**config.mk**
```make
export PLATFORM = sky130hd
export DESIGN_NAME = pin_event_router
export DESIGN_NICKNAME = d
export VERILOG_FILES = /design/src/rtl/pin_route_pkg.sv /design/src/rtl/pin_sync.sv /design/src/rtl/route_decode.sv /design/src/rtl/pad_driver.sv /design/src/rtl/pin_event_router.sv
export SDC_FILE = /design/constraint.sdc
export NUM_CORES = 1
export LEC_CHECK = 0
export BUFFER_PORTS_ARGS = -buffer_cell sky130_fd_sc_hd__buf_2
export CELL_PAD_IN_SITES_DETAIL_PLACEMENT = 1
export CELL_PAD_IN_SITES_GLOBAL_PLACEMENT = 1
export CORE_MARGIN = 4
export CORE_UTILIZATION = 34
export DETAILED_ROUTE_END_ITERATION = 12
export GPL_TIMING_DRIVEN = 0
export MAX_ROUTING_LAYER = met4
export PLACE_DENSITY_LB_ADDON = 0.1
export SETUP_SLACK_MARGIN = 0.05
export SYNTH_ARGS = -nofsm -noshare
export SYNTH_HDL_FRONTEND = slang
export SYNTH_HIERARCHICAL = 1
export SYNTH_SLANG_ARGS = --single-unit
export TNS_END_PERCENT = 10
```
**constraint.sdc**
```tcl
create_clock -name clk -period 1.4 [get_ports clk]
set_input_delay 0 -clock clk [delete_from_list [all_inputs] [get_ports clk]]
set_output_delay 0 -clock clk [all_outputs]
set_load 0.005 [all_outputs]
```
**src/rtl/pin_route_pkg.sv**
```systemverilog
package pin_route_pkg;
  typedef enum logic [2:0] {
    RT_NONE  = 3'd0,
    RT_RSVD  = 3'd1,
    RT_CNT0  = 3'd2,
    RT_CNT1  = 3'd3,
    RT_HI_RE = 3'd4,
    RT_LO_RE = 3'd5,
    RT_HI_FE = 3'd6,
    RT_LO_FE = 3'd7
  } route_code_e;

  typedef struct packed {
    logic lo;
    logic hi;
    logic c1;
    logic c0;
  } route_hit_t;

  localparam int SEL_W      = 3;
  localparam int STROBE_PIN = 6;
  localparam int FAULT_PIN  = 7;
  localparam int EE_PIN0    = 4;
endpackage

```
**src/rtl/pin_sync.sv**
```systemverilog
module pin_sync #(
  parameter int STAGES = 2
) (
  input  logic clk,
  input  logic rst,
  input  logic raw,
  output logic lvl,
  output logic rise,
  output logic fall
);
  logic [STAGES-1:0] chain;
  logic              prev;

  always_ff @(posedge clk) begin
    if (rst) begin
      chain <= '0;
      prev  <= 1'b0;
    end else begin
      chain <= {chain[STAGES-2:0], raw};
      prev  <= chain[STAGES-1];
    end
  end

  assign lvl  = chain[STAGES-1];
  assign rise = lvl & ~prev;
  assign fall = ~lvl & prev;
endmodule

```
**src/rtl/route_decode.sv**
```systemverilog
module route_decode
  import pin_route_pkg::*;
(
  input  logic [SEL_W-1:0] sel,
  input  logic             lvl,
  input  logic             rise,
  input  logic             fall,
  output route_hit_t       hit
);
  route_code_e code;
  assign code = route_code_e'(sel);

  always_comb begin
    hit = '0;
    unique case (code)
      RT_CNT0:  hit.c0 = lvl;
      RT_CNT1:  hit.c1 = lvl;
      RT_HI_RE: hit.hi = rise;
      RT_LO_RE: hit.lo = rise;
      RT_HI_FE: hit.hi = fall;
      RT_LO_FE: hit.lo = fall;
      default:  hit = '0;
    endcase
  end
endmodule

```
**src/rtl/pad_driver.sv**
```systemverilog
module pad_driver
  import pin_route_pkg::*;
#(
  parameter int NPINS = 8
) (
  input  logic             clk,
  input  logic             rst,
  input  logic [NPINS-1:0] pin_dir,
  input  logic [NPINS-1:0] pin_dout,
  input  logic             strobe_en,
  input  logic             fault_en,
  input  logic             eeprom_en,
  input  logic             strobe_pulse,
  input  logic             fault_pulse,
  input  logic [1:0]       ee_out,
  input  logic [1:0]       ee_oe,
  output logic [NPINS-1:0] pad_out,
  output logic [NPINS-1:0] pad_oe
);
  logic [NPINS-1:0] val_n, oe_n;

  always_comb begin
    oe_n  = pin_dir;
    val_n = pin_dout;
    if (strobe_en) val_n[STROBE_PIN] = strobe_pulse;
    if (fault_en)  val_n[FAULT_PIN]  = fault_pulse;
    if (eeprom_en) begin
      oe_n[EE_PIN0+1:EE_PIN0]  = ee_oe;
      val_n[EE_PIN0+1:EE_PIN0] = ee_out;
    end
  end

  always_ff @(posedge clk) begin
    if (rst) begin
      pad_out <= '0;
      pad_oe  <= '0;
    end else begin
      pad_oe  <= oe_n;
      pad_out <= val_n & oe_n;
    end
  end

  assert_oe_dir_R8: assert property (@(posedge clk) disable iff (rst)
    !$past(rst) |-> pad_oe[0] == $past(pin_dir[0]));

  assert_input_undriven_R9: assert property (@(posedge clk) disable iff (rst)
    (!$past(rst) && !$past(pin_dir[STROBE_PIN])) |-> !pad_oe[STROBE_PIN] && !pad_out[STROBE_PIN]);

  assert_ee_takeover_R10: assert property (@(posedge clk) disable iff (rst)
    (!$past(rst) && $past(eeprom_en)) |-> pad_oe[EE_PIN0] == $past(ee_oe[0]));
endmodule

```
**src/rtl/pin_event_router.sv**
```systemverilog
module pin_event_router
  import pin_route_pkg::*;
#(
  parameter int NPINS = 8
) (
  input  logic                   clk,
  input  logic                   rst,
  input  logic [NPINS-1:0]       pad_in,
  input  logic [NPINS-1:0]       pin_dir,
  input  logic [NPINS-1:0]       pin_dout,
  input  logic [NPINS*SEL_W-1:0] route_sel,
  input  logic                   strobe_en,
  input  logic                   fault_en,
  input  logic                   eeprom_en,
  input  logic                   strobe_pulse,
  input  logic                   fault_pulse,
  input  logic [1:0]             ee_out,
  input  logic [1:0]             ee_oe,
  output logic [NPINS-1:0]       pad_out,
  output logic [NPINS-1:0]       pad_oe,
  output logic                   cnt0_clk,
  output logic                   cnt1_clk,
  output logic                   irq_hi,
  output logic                   irq_lo
);
  route_hit_t hits [NPINS];
  route_hit_t merged;

  for (genvar g = 0; g < NPINS; g++) begin : g_pin
    logic lvl, rise, fall;
    pin_sync #(.STAGES(2)) i_sync (
      .clk(clk), .rst(rst), .raw(pad_in[g]),
      .lvl(lvl), .rise(rise), .fall(fall));
    route_decode i_dec (
      .sel(route_sel[g*SEL_W +: SEL_W]), .lvl(lvl),
      .rise(rise), .fall(fall), .hit(hits[g]));
  end

  always_comb begin
    merged = '0;
    for (int i = 0; i < NPINS; i++) merged = merged | hits[i];
  end

  always_ff @(posedge clk) begin
    if (rst) begin
      cnt0_clk <= 1'b0;
      cnt1_clk <= 1'b0;
      irq_hi   <= 1'b0;
      irq_lo   <= 1'b0;
    end else begin
      cnt0_clk <= merged.c0;
      cnt1_clk <= merged.c1;
      irq_hi   <= merged.hi;
      irq_lo   <= merged.lo;
    end
  end

  pad_driver #(.NPINS(NPINS)) i_pads (
    .clk(clk), .rst(rst), .pin_dir(pin_dir), .pin_dout(pin_dout),
    .strobe_en(strobe_en), .fault_en(fault_en), .eeprom_en(eeprom_en),
    .strobe_pulse(strobe_pulse), .fault_pulse(fault_pulse),
    .ee_out(ee_out), .ee_oe(ee_oe), .pad_out(pad_out), .pad_oe(pad_oe));

  // Selector-side view used only by the checks below
  logic hi_routed, lo_routed, none_routed;
  always_comb begin
    hi_routed   = 1'b0;
    lo_routed   = 1'b0;
    none_routed = 1'b1;
    for (int i = 0; i < NPINS; i++) begin
      if (route_sel[i*SEL_W +: SEL_W] inside {3'd4, 3'd6}) hi_routed = 1'b1;
      if (route_sel[i*SEL_W +: SEL_W] inside {3'd5, 3'd7}) lo_routed = 1'b1;
      if (route_sel[i*SEL_W +: SEL_W] > 3'd1) none_routed = 1'b0;
    end
  end

  assert_quiet_after_reset_R1: assert property (@(posedge clk) disable iff (rst)
    $past(rst) |-> !irq_hi && !irq_lo && !cnt0_clk && !cnt1_clk && pad_oe == '0);

  assert_hi_needs_route_R4: assert property (@(posedge clk) disable iff (rst)
    irq_hi |-> $past(hi_routed));

  assert_lo_needs_route_R5: assert property (@(posedge clk) disable iff (rst)
    irq_lo |-> $past(lo_routed));

  assert_unrouted_silent_R2: assert property (@(posedge clk) disable iff (rst)
    (!$past(rst) && $past(none_routed)) |-> !irq_hi && !irq_lo && !cnt0_clk && !cnt1_clk);
endmodule

```
==> results.txt <==
Design Power: 2.539 mW
CTS tree: done
Max-Cap Viols: 0
root buffer cell: clkbuf_8
final hold vios: 0
WP data arrival: 1.46 ns
Total Routed Length: 4604 um
Max FO, Critical Path: 4
clock share of power: 33.3%
Slowest-stage cell, CP: dfxtp_1
final setup TNS: 0 ns
Core Area: 5140 um^2
filler cell count: 618
via count: 1,619
Synth Instances: 177
critical path's top delay family: simple AND/OR/NAND/NOR gates
Avg WL per Cell: 12.68 um
post-route insts no fill: 363
layout cell share with drive strength beyond 1: 40.61%
number of inserted diodes: 0
#FFs+latches synth: 44
first-pass GRT wire length: 7410 um
Net Sw Frac: 25.40%
IO Pins: 79
Cell Area, Synth: 1810 um^2
DR iter-0 viols: 7
GRT Total Usage: 15.03%
clk_skew: 0.004249 ns
Int Pwr: 1.894 mW
Synth area leader: dfxtp_1
peak supply drop: 0.5185 mV
maximum clock rate: 770.3 MHz
vias in the first global route: 1,699
sequential area share after synthesis: 48.65%
Clock Sinks: 44
die width: 80.97 um
R2R Setup Slk: 0.10 ns
final setup violation count: 0
Initial Util: 35.22%
Post-Place Cells: 325
via density per instance: 4.460
synth top area cells: dfxtp_1 (49%), nor2b_1 (14%), mux2i_1 (6.6%)
CP required: 1.56 ns
Max Slew Vio Count: 0
Period minus WS final: 1.298 ns
CP bufs+invs: 0
RD Place Congestion: 0.7700
pin count of the biggest net entering global routing: 30
Die ar.: 6556 um^2
Slew @ Worst Pin: 0.5373 ns
P&R area growth vs syn: 49.83%
Switch Pwr: 0.6448 mW
worst-skew pair later-pin latency: 0.29 ns
CTS Buf Count: 5
Clock Path Buffers: 2
Synth cell types: 15
residual DRC count: 0
crit end category: flip-flop
Logic pwr share: 14.5%
htree depth: 2
post-detail-place hpwl: 3171 um
critical-path cell list: nor2b_1 > mux2i_1 > nor3b_2 > nor4_2 > a21oi_1
Post-Syn Nets: 236
outcome: complete, no violations
Core Rows: 26
DRT antenna net count: 0
Avg Cell Area, Syn: 10.23 um^2
RSZ-0062 raised after global routing: true
final core occ: 52.78%
P per Cell Area: 935.9 nW/um^2
period utilization: 92.73%
Hold WS: 0.01790 ns
leakage: 1.214 nW
Worst path max stage delay: 0.34 ns
Setup CP Type: flip-flop to flip-flop
clock slew at reported path FFs: 0.09 ns
Reg power frac: 52.2%
DR pass1 iterations: 4
CP Launch Type: flip-flop
initial antenna violation count: 0
total gr overflow: 0
I/O Buffers: 78
Hold WC Path Type: input pin to flip-flop
Slew Limit Headroom: 64.18%
yosys warns: 6
Layout Nets: 351
Yosys top cell area share: 48.65%
die height: 80.97 um
-- per-layer routing --
layer / vias to the layer above / wire, um / GRT usage [%]
li1: 826 / - / -
met3: 4 / 348 / 5.432
met4: 0 / 27 / 3.041
met1: 737 / 1881 / 15.41
met2: 52 / 2346 / 27.50
met5: - / 0 / -
-- final cells by class --
class	count	area, um^2	area share (%)
multi-input cells	132	947.2	34.92
flip-flops and latches	44	885.9	32.66
repair buffers	108	685.7	25.28
well taps	70	87.58	3.229
clock buffers	5	68.82	2.537
clock inverters	3	26.28	0.9686
plain buffers	1	11.26	0.4151
-- sequential cells by signal, summed over array words and instances (netlist names) --
register / count
i_pads/pad_oe: 8
cnt0_clk: 1
irq_lo: 1
irq_hi: 1
i_pads/pad_out: 8
g_pin.i_sync/chain: 16
g_pin.i_sync/prev: 8
cnt1_clk: 1
-- final timing paths --
path	from	endpoint	cells after the start
setup / recovery	g_pin[1].i_sync/chain[1]	irq_hi	5
hold / removal	strobe_pulse	i_pads/pad_out[6]	3
setup reg to reg	g_pin[1].i_sync/chain[1]	irq_hi	5
hold reg to reg	g_pin[6].i_sync/chain[0]	g_pin[6].i_sync/chain[1]	1
-- cell usage after synthesis, drive strengths merged --
master / instances
buf: 1
nor2: 10
nor3b: 16
nor4: 8
nor2b: 48
dfxtp: 44
nor3: 8
nand3: 2
and2: 4
nand2: 16
nand3b: 2
mux2i: 12
a21oi: 6
-- cell families (layout without fill, tap and decap cells) --
logic type | Yosys count | after routing | share of synthesized area [%]
compound gates | 6 | 6 | 1.659
simple gates | 114 | 114 | 42.43
flops | 44 | 44 | 48.65
buf+inv | 1 | 117 | 0.6219
mux | 12 | 12 | 6.635
-- repair_timing --
item | CTS | global route
resized for setup | 0 | 10
hold endpoints to repair | 23 | 0
setup buffers | 0 | 2
hold buffers | 28 | 0
setup endpoints to repair | 0 | 2
-- cells in the final DEF (no fill, tap or decap), drive strengths merged, types with 6 or more instances in the layout --
| master | n |
|---|---|
| buf | 81 |
| nor2b | 48 |
| dfxtp | 44 |
| dlygate4sd3 | 28 |
| nand2 | 16 |
| nor3b | 16 |
| mux2i | 12 |
| nor2 | 10 |
| nor3 | 8 |
| nor4 | 8 |
| a21oi | 6 |
-- worst min-delay path, stage by stage --
cell and delay, ns:
buf_2 0.08, mux2i_1 0.09, nor2b_4 0.11
-- power groups by stage --
stage	clock [mW]	sequential (mW)	combinational (mW)
global placement	0	1.35	0.289
global route	0.936	1.33	0.405
finish	0.846	1.33	0.367
floorplan	0	1.36	0.125
CTS	0.884	1.33	0.357
detailed placement	0	1.35	0.296
-- per-stage QoR --
step / area, um^2 / setup WS (ns)
2_1_floorplan: 1810 / 0.2689
3_3_place_gp: 2288 / 0.07605
3_5_place_dp: 2288 / 0.08055
4_1_cts: 2664 / 0.05735
5_1_grt: 2713 / -0.007359
6_report: 2713 / 0.1017
No activity file was read; power rests on OpenSTA's default activity.
